**config.mk**
```make
export PLATFORM = sky130hd
export DESIGN_NAME = shadow_sync_seq
export DESIGN_NICKNAME = d
export VERILOG_FILES = /design/src/rtl/ssq_pkg.sv /design/src/rtl/ssq_pick.sv /design/src/rtl/ssq_timer.sv /design/src/rtl/ssq_bank.sv /design/src/rtl/shadow_sync_seq.sv
export SDC_FILE = /design/constraint.sdc
export NUM_CORES = 1
export LEC_CHECK = 0
export BUFFER_PORTS_ARGS = -buffer_cell sky130_fd_sc_hd__buf_2
export CAP_MARGIN = 20
export CORE_MARGIN = 2
export CORE_UTILIZATION = 40
export CTS_BUF_LIST = sky130_fd_sc_hd__clkbuf_8 sky130_fd_sc_hd__clkbuf_16
export CTS_CLUSTER_DIAMETER = 100
export DETAILED_ROUTE_END_ITERATION = 10
export PLACE_DENSITY = 0.6
export SLEW_MARGIN = 20
export SYNTH_ARGS = -nofsm -noshare
export SYNTH_HDL_FRONTEND = slang
export SYNTH_SLANG_ARGS = --single-unit
```
**constraint.sdc**
```tcl
create_clock -name clk -period 2.8 [get_ports clk]
set_clock_uncertainty 0.1 [all_clocks]
set_input_delay 0.42 -clock clk [delete_from_list [all_inputs] [get_ports clk]]
set_output_delay 0.42 -clock clk [all_outputs]
set_load 0.005 [all_outputs]
```
**src/rtl/ssq_pkg.sv**
```systemverilog
package ssq_pkg;
    localparam int SSQ_NREG      = 8;
    localparam int SSQ_DW        = 32;
    localparam int SSQ_STALE_LSB = 16;
    localparam int SSQ_NEW_LSB   = 0;
    localparam int SSQ_FORCE_REG = 1;
    localparam int SSQ_FORCE_BIT = 31;
endpackage

```
**src/rtl/ssq_pick.sv**
```systemverilog
// Lowest-index pending request finder.
module ssq_pick #(
    parameter int NREG = 8,
    localparam int IW = $clog2(NREG)
) (
    input  logic [NREG-1:0] req,
    output logic            found,
    output logic [IW-1:0]   idx
);
    always_comb begin
        found = 1'b0;
        idx   = '0;
        for (int i = NREG - 1; i >= 0; i--) begin
            if (req[i]) begin
                found = 1'b1;
                idx   = IW'(i);
            end
        end
    end
endmodule

```
**src/rtl/ssq_timer.sv**
```systemverilog
// Counts slow ticks for one copy; expire marks the final tick.
module ssq_timer #(
    parameter int TICKS = 4,
    localparam int CW = $clog2(TICKS + 1)
) (
    input  logic clk,
    input  logic rst_n,
    input  logic load,
    input  logic tick,
    output logic expire
);
    logic [CW-1:0] cnt_d, cnt_q;

    always_comb begin
        cnt_d = cnt_q;
        if (load)
            cnt_d = CW'(TICKS);
        else if (tick && cnt_q != '0)
            cnt_d = cnt_q - 1'b1;
    end

    always_ff @(posedge clk or negedge rst_n) begin
        if (!rst_n) cnt_q <= '0;
        else        cnt_q <= cnt_d;
    end

    assign expire = tick && (cnt_q == CW'(1));
endmodule

```
**src/rtl/ssq_bank.sv**
```systemverilog
// Shadow words (host side) and their slow-domain copies.
module ssq_bank #(
    parameter int NREG = 8,
    parameter int DW   = 32,
    parameter int FREG = 1,
    parameter int FBIT = 31,
    localparam int IW = $clog2(NREG)
) (
    input  logic          clk,
    input  logic          rst_n,
    input  logic          wr_en,
    input  logic [IW-1:0] wr_idx,
    input  logic [DW-1:0] wr_data,
    input  logic [IW-1:0] snap_idx,
    output logic [DW-1:0] snap_data,
    input  logic          commit_en,
    input  logic [IW-1:0] commit_idx,
    input  logic [DW-1:0] commit_data,
    input  logic [IW-1:0] rd_idx,
    output logic [DW-1:0] rd_data,
    output logic          force_bit
);
    logic [DW-1:0] sh_d [NREG];
    logic [DW-1:0] sh_q [NREG];
    logic [DW-1:0] sl_d [NREG];
    logic [DW-1:0] sl_q [NREG];

    for (genvar g = 0; g < NREG; g++) begin : g_word
        always_comb begin
            sh_d[g] = (wr_en && wr_idx == IW'(g)) ? wr_data : sh_q[g];
            sl_d[g] = (commit_en && commit_idx == IW'(g)) ? commit_data : sl_q[g];
        end

        always_ff @(posedge clk or negedge rst_n) begin
            if (!rst_n) begin
                sh_q[g] <= '0;
                sl_q[g] <= '0;
            end else begin
                sh_q[g] <= sh_d[g];
                sl_q[g] <= sl_d[g];
            end
        end
    end

    assign snap_data = sh_q[snap_idx];
    assign rd_data   = sl_q[rd_idx];
    assign force_bit = sl_q[FREG][FBIT];
endmodule

```
**src/rtl/shadow_sync_seq.sv**
```systemverilog
module shadow_sync_seq #(
    parameter int COPY_TICKS = 4,
    localparam int NREG = ssq_pkg::SSQ_NREG,
    localparam int DW   = ssq_pkg::SSQ_DW,
    localparam int IW   = $clog2(NREG)
) (
    input  logic            clk,
    input  logic            rst_n,
    input  logic            slow_tick,
    input  logic            wr_en,
    input  logic [IW-1:0]   wr_idx,
    input  logic [DW-1:0]   wr_data,
    input  logic            force_req,
    input  logic            new_clr,
    input  logic [NREG-1:0] new_clr_mask,
    input  logic [IW-1:0]   rd_idx,
    output logic [DW-1:0]   slow_rd_data,
    output logic [31:0]     status_o,
    output logic            force_update_o
);
    typedef struct packed {
        logic            busy;
        logic [IW-1:0]   cur;
        logic            rew;
        logic [DW-1:0]   snap;
        logic [NREG-1:0] stale;
        logic [NREG-1:0] newb;
    } seq_t;

    seq_t st_d, st_q;

    logic            pick_found;
    logic [IW-1:0]   pick_idx;
    logic [DW-1:0]   shadow_word;
    logic            timer_load;
    logic            timer_exp;
    logic            commit_en;
    logic [NREG-1:0] set_mask;

    ssq_pick #(.NREG(NREG)) u_pick (
        .req   (st_q.stale),
        .found (pick_found),
        .idx   (pick_idx)
    );

    ssq_timer #(.TICKS(COPY_TICKS)) u_timer (
        .clk    (clk),
        .rst_n  (rst_n),
        .load   (timer_load),
        .tick   (slow_tick),
        .expire (timer_exp)
    );

    ssq_bank #(
        .NREG (NREG),
        .DW   (DW),
        .FREG (ssq_pkg::SSQ_FORCE_REG),
        .FBIT (ssq_pkg::SSQ_FORCE_BIT)
    ) u_bank (
        .clk         (clk),
        .rst_n       (rst_n),
        .wr_en       (wr_en),
        .wr_idx      (wr_idx),
        .wr_data     (wr_data),
        .snap_idx    (pick_idx),
        .snap_data   (shadow_word),
        .commit_en   (commit_en),
        .commit_idx  (st_q.cur),
        .commit_data (st_q.snap),
        .rd_idx      (rd_idx),
        .rd_data     (slow_rd_data),
        .force_bit   (force_update_o)
    );

    always_comb begin
        logic [NREG-1:0] done_mask;
        logic [NREG-1:0] clr_stale;
        st_d       = st_q;
        done_mask  = '0;
        clr_stale  = '0;
        commit_en  = 1'b0;
        timer_load = 1'b0;
        set_mask   = (force_req ? {NREG{1'b1}} : '0)
                   | (wr_en ? (NREG'(1) << wr_idx) : '0);

        if (!st_q.busy) begin
            if (pick_found) begin
                st_d.busy  = 1'b1;
                st_d.cur   = pick_idx;
                st_d.rew   = set_mask[pick_idx];
                st_d.snap  = shadow_word;
                timer_load = 1'b1;
            end
        end else begin
            st_d.rew = st_q.rew | set_mask[st_q.cur];
            if (timer_exp) begin
                commit_en = 1'b1;
                st_d.busy = 1'b0;
                done_mask = NREG'(1) << st_q.cur;
                if (!(st_q.rew || set_mask[st_q.cur]))
                    clr_stale = done_mask;
            end
        end

        st_d.stale = (st_q.stale & ~clr_stale) | set_mask;
        st_d.newb  = (st_q.newb & ~(new_clr ? new_clr_mask : '0)) | done_mask;
    end

    always_ff @(posedge clk or negedge rst_n) begin
        if (!rst_n) st_q <= '0;
        else        st_q <= st_d;
    end

    always_comb begin
        status_o = '0;
        status_o[ssq_pkg::SSQ_STALE_LSB +: NREG] = st_q.stale;
        status_o[ssq_pkg::SSQ_NEW_LSB   +: NREG] = st_q.newb;
    end
endmodule

```
==> impl_metrics.toml <==
[global_route]
grt_max_degree = 125
grt_pass1_wl_mm = 97.28
grt_pass1_vias = 16156
grt-ovfl-total = 0
antenna_found_initial = 14
track_usage_pct = 18.76

[cts]
post_cts_buffers = 0
cts_root_buf = "clkbuf_16"
cts_resized = 0
cts_tree = "built"
clk_pin_slew_ns = 0.06
htree_levels = 2
cts-buffers-inserted = 58
clk_latency_ns = 0.61
ctsHoldBuffers = 9
cts_sinks = 568
clock_path_buffers = 3

[synth]
synth.top_cell.area_share_pct = 55.29
synth_cell_types = 61
synth_area_um2 = 25710
synthCells = 1761
synth_area_leaders = "dfrtp_1, mux2_2, mux4_2"
ys_seq_area_share_pct = 55.29
synth_edf_count = 0
synth-main-ff-cell = "dfrtp_1"
yosys_warnings = 0
ys_async_sr_fraction_pct = 100.0
syn_avg_cell_area_um2 = 14.60
post-synth-top-area-cell = "dfrtp_1"
synth-seq-cells = 568

[pwr]
p_sw_share_pct = 26.40
intPower_uw = 16220
p_clk_share_pct = 35.4
pwr-share-seq_pct = 49.8
powerDensity_nw_per_um2 = 750.3
switchingPower_uw = 5819
cellLeakagePower_uw = 0.01376
pwr-share-comb_pct = 14.8
peakVddDrop_mv = 0.4532
power_uw = 22040

[die]
die_w_um = 257.5
die_h_um = 257.5
core-area_um2 = 63310
num_io_pins = 117
dieArea_um2 = 66310
start_util_pct = 40.60
rows = 92

[finish]
areaGrowthSynthToFinish_pct = 14.27
drive_gt1_share_pct = 47.78
fin_nets = 1902
layout_commonest_cell = "dfrtp_1"
nFillCells = 5601
final_cell_mix = "dfrtp_1, mux2_2, buf_2, nand2_1, mux4_2"
stdcell_count = 2740

[routing]
dr.pass1.iters = 5
wl_mm = 61.36
antenna_left = 0
vias = 15006
drt-wirelength-per-cell_um = 22.39
first_iter_violations = 956
drcViolationCount = 0
drt-vias-per-instance = 5.477

[timing]
drv_slew = 0
rsz0062_at_grt = "no"
max-slew-margin-rel_pct = 48.46
fmax_mhz = 401.6
worst_hold_slack_ns = 0.05076
worst_pin_slew_ns = 0.7702
fin_crit_ns = 2.490
final-hold-violation-count = 0
post-route-period-util_pct = 88.93
setup_tns_ns = 0
setup_viol = 0
setup_slack_ns = 0.3099

[setup_path]
timing_worst_setup_path_type = "flop to flop"
path_max_fanout = 24
cp.arrival_ns = 2.86
cp-end-kind = "flop"
required_ns = 3.17
setup.worst_path.start_class = "flop"

[place]
port_buffers = 100
detailed_place_hpwl_mm = 36.30
post-place-cells = 2624
gp_congestion = 0.7464
pre_cts_ws_ns = 0.3499

[run]
maxCapViolCount = 0

[hold_path]
min_path_type = "input port to flop"

[status]
run_status = "completed"
state kept, by name, indices dropped and copies added (netlist names):
register / cells
u_bank.sh_q: 256
st_q: 37
u_timer.cnt_q: 3
u_bank.force_bit: 1
status_o: 16
u_bank.sl_q: 255
cell usage after synthesis, types with 18 or more instances:
cell type / instances
nor2b_1: 36
mux2_2: 543
a221o_1: 31
mux2i_1: 63
nand2_1: 99
a211oi_2: 29
a31oi_1: 31
buf_4: 43
o22ai_1: 31
buf_2: 55
dfrtp_1: 568
mux4_2: 64
clkbuf_1: 46
nor2_1: 18
kinds of logic (layout without fill, tap and decap cells):
| group | count (synthesis) | after routing | share of synthesized area (%) |
|---|---|---|---|
| AO/OA/AOI/OAI | 161 | 161 | 5.247 |
| XOR/XNOR | 4 | 4 | 0.1363 |
| adder cells (fa/ha/maj) | 3 | 3 | 0.1460 |
| buffers and inverters | 163 | 277 | 3.645 |
| flip-flops | 568 | 568 | 55.29 |
| multiplexers | 671 | 671 | 31.89 |
| other | 1 | 20 | 0.01459 |
| AND/OR/NAND/NOR | 190 | 190 | 3.631 |
layout make-up:
type / count / area [µm²] / area share (%)
sequential: 568 / 14210 / 48.39
inverter: 7 / 26.28 / 0.08945
clock inverter: 33 / 320.3 / 1.090
multi-input combinational: 1045 / 10730 / 36.52
timing repair buffer: 167 / 1401 / 4.771
tap: 846 / 1059 / 3.604
antenna: 4 / 10.01 / 0.03408
clock buffer: 70 / 1617 / 5.503
critical path, stage by stage (launching register included):
cell and delay (ns):
dfrtp_1 0.63, nor2_1 0.19, nand2_1 0.16, nor2_1 0.09, or2_2 0.53, buf_12 0.28, a221o_1 0.37
routing by layer:
metal | routed length [µm] | up-vias | global-route usage, % | part of all wire [%]
li1 | - | 6628 | - | -
met5 | 122 | - | 0 | 0.20
met1 | 28450 | 7998 | 26.11 | 46
met2 | 28770 | 258 | 30.14 | 47
met4 | 1128 | 18 | 4.656 | 1.8
met3 | 2884 | 104 | 3.851 | 4.7
per-stage QoR:
stage	cell area, µm²	utilization [%]
6_report	29370	46.40
2_1_floorplan	25760	-
4_1_cts	29360	46.38
3_5_place_dp	27340	43.18
5_1_grt	29370	46.39
3_3_place_gp	27340	43.18
power groups by stage:
stage | Combinational (µW) | Clock [µW] | Sequential [µW]
after global routing | 3570 | 8370 | 11200
after detailed placement | 3290 | 0 | 11100
after floorplan | 2490 | 0 | 10500
after CTS | 3310 | 8020 | 11000
final | 3250 | 7810 | 11000
after global placement | 3170 | 0 | 11000
final timing paths:
path	startpoint	end	slack, ns	depth (start not counted)
min reg2reg	status_o[3]	status_o[3]	0.38	1
max reg2reg	status_o[16]	st_q[37]	0.31	6
max	status_o[16]	st_q[37]	0.31	6
min in group asynchronous	rst_n	status_o[5]	0.19	2
min	wr_data[7]	u_bank.sh_q[135]	0.05	2
max in group asynchronous	rst_n	u_bank.sh_q[219]	1.39	3
No activity file was read; power rests on OpenSTA's default activity.
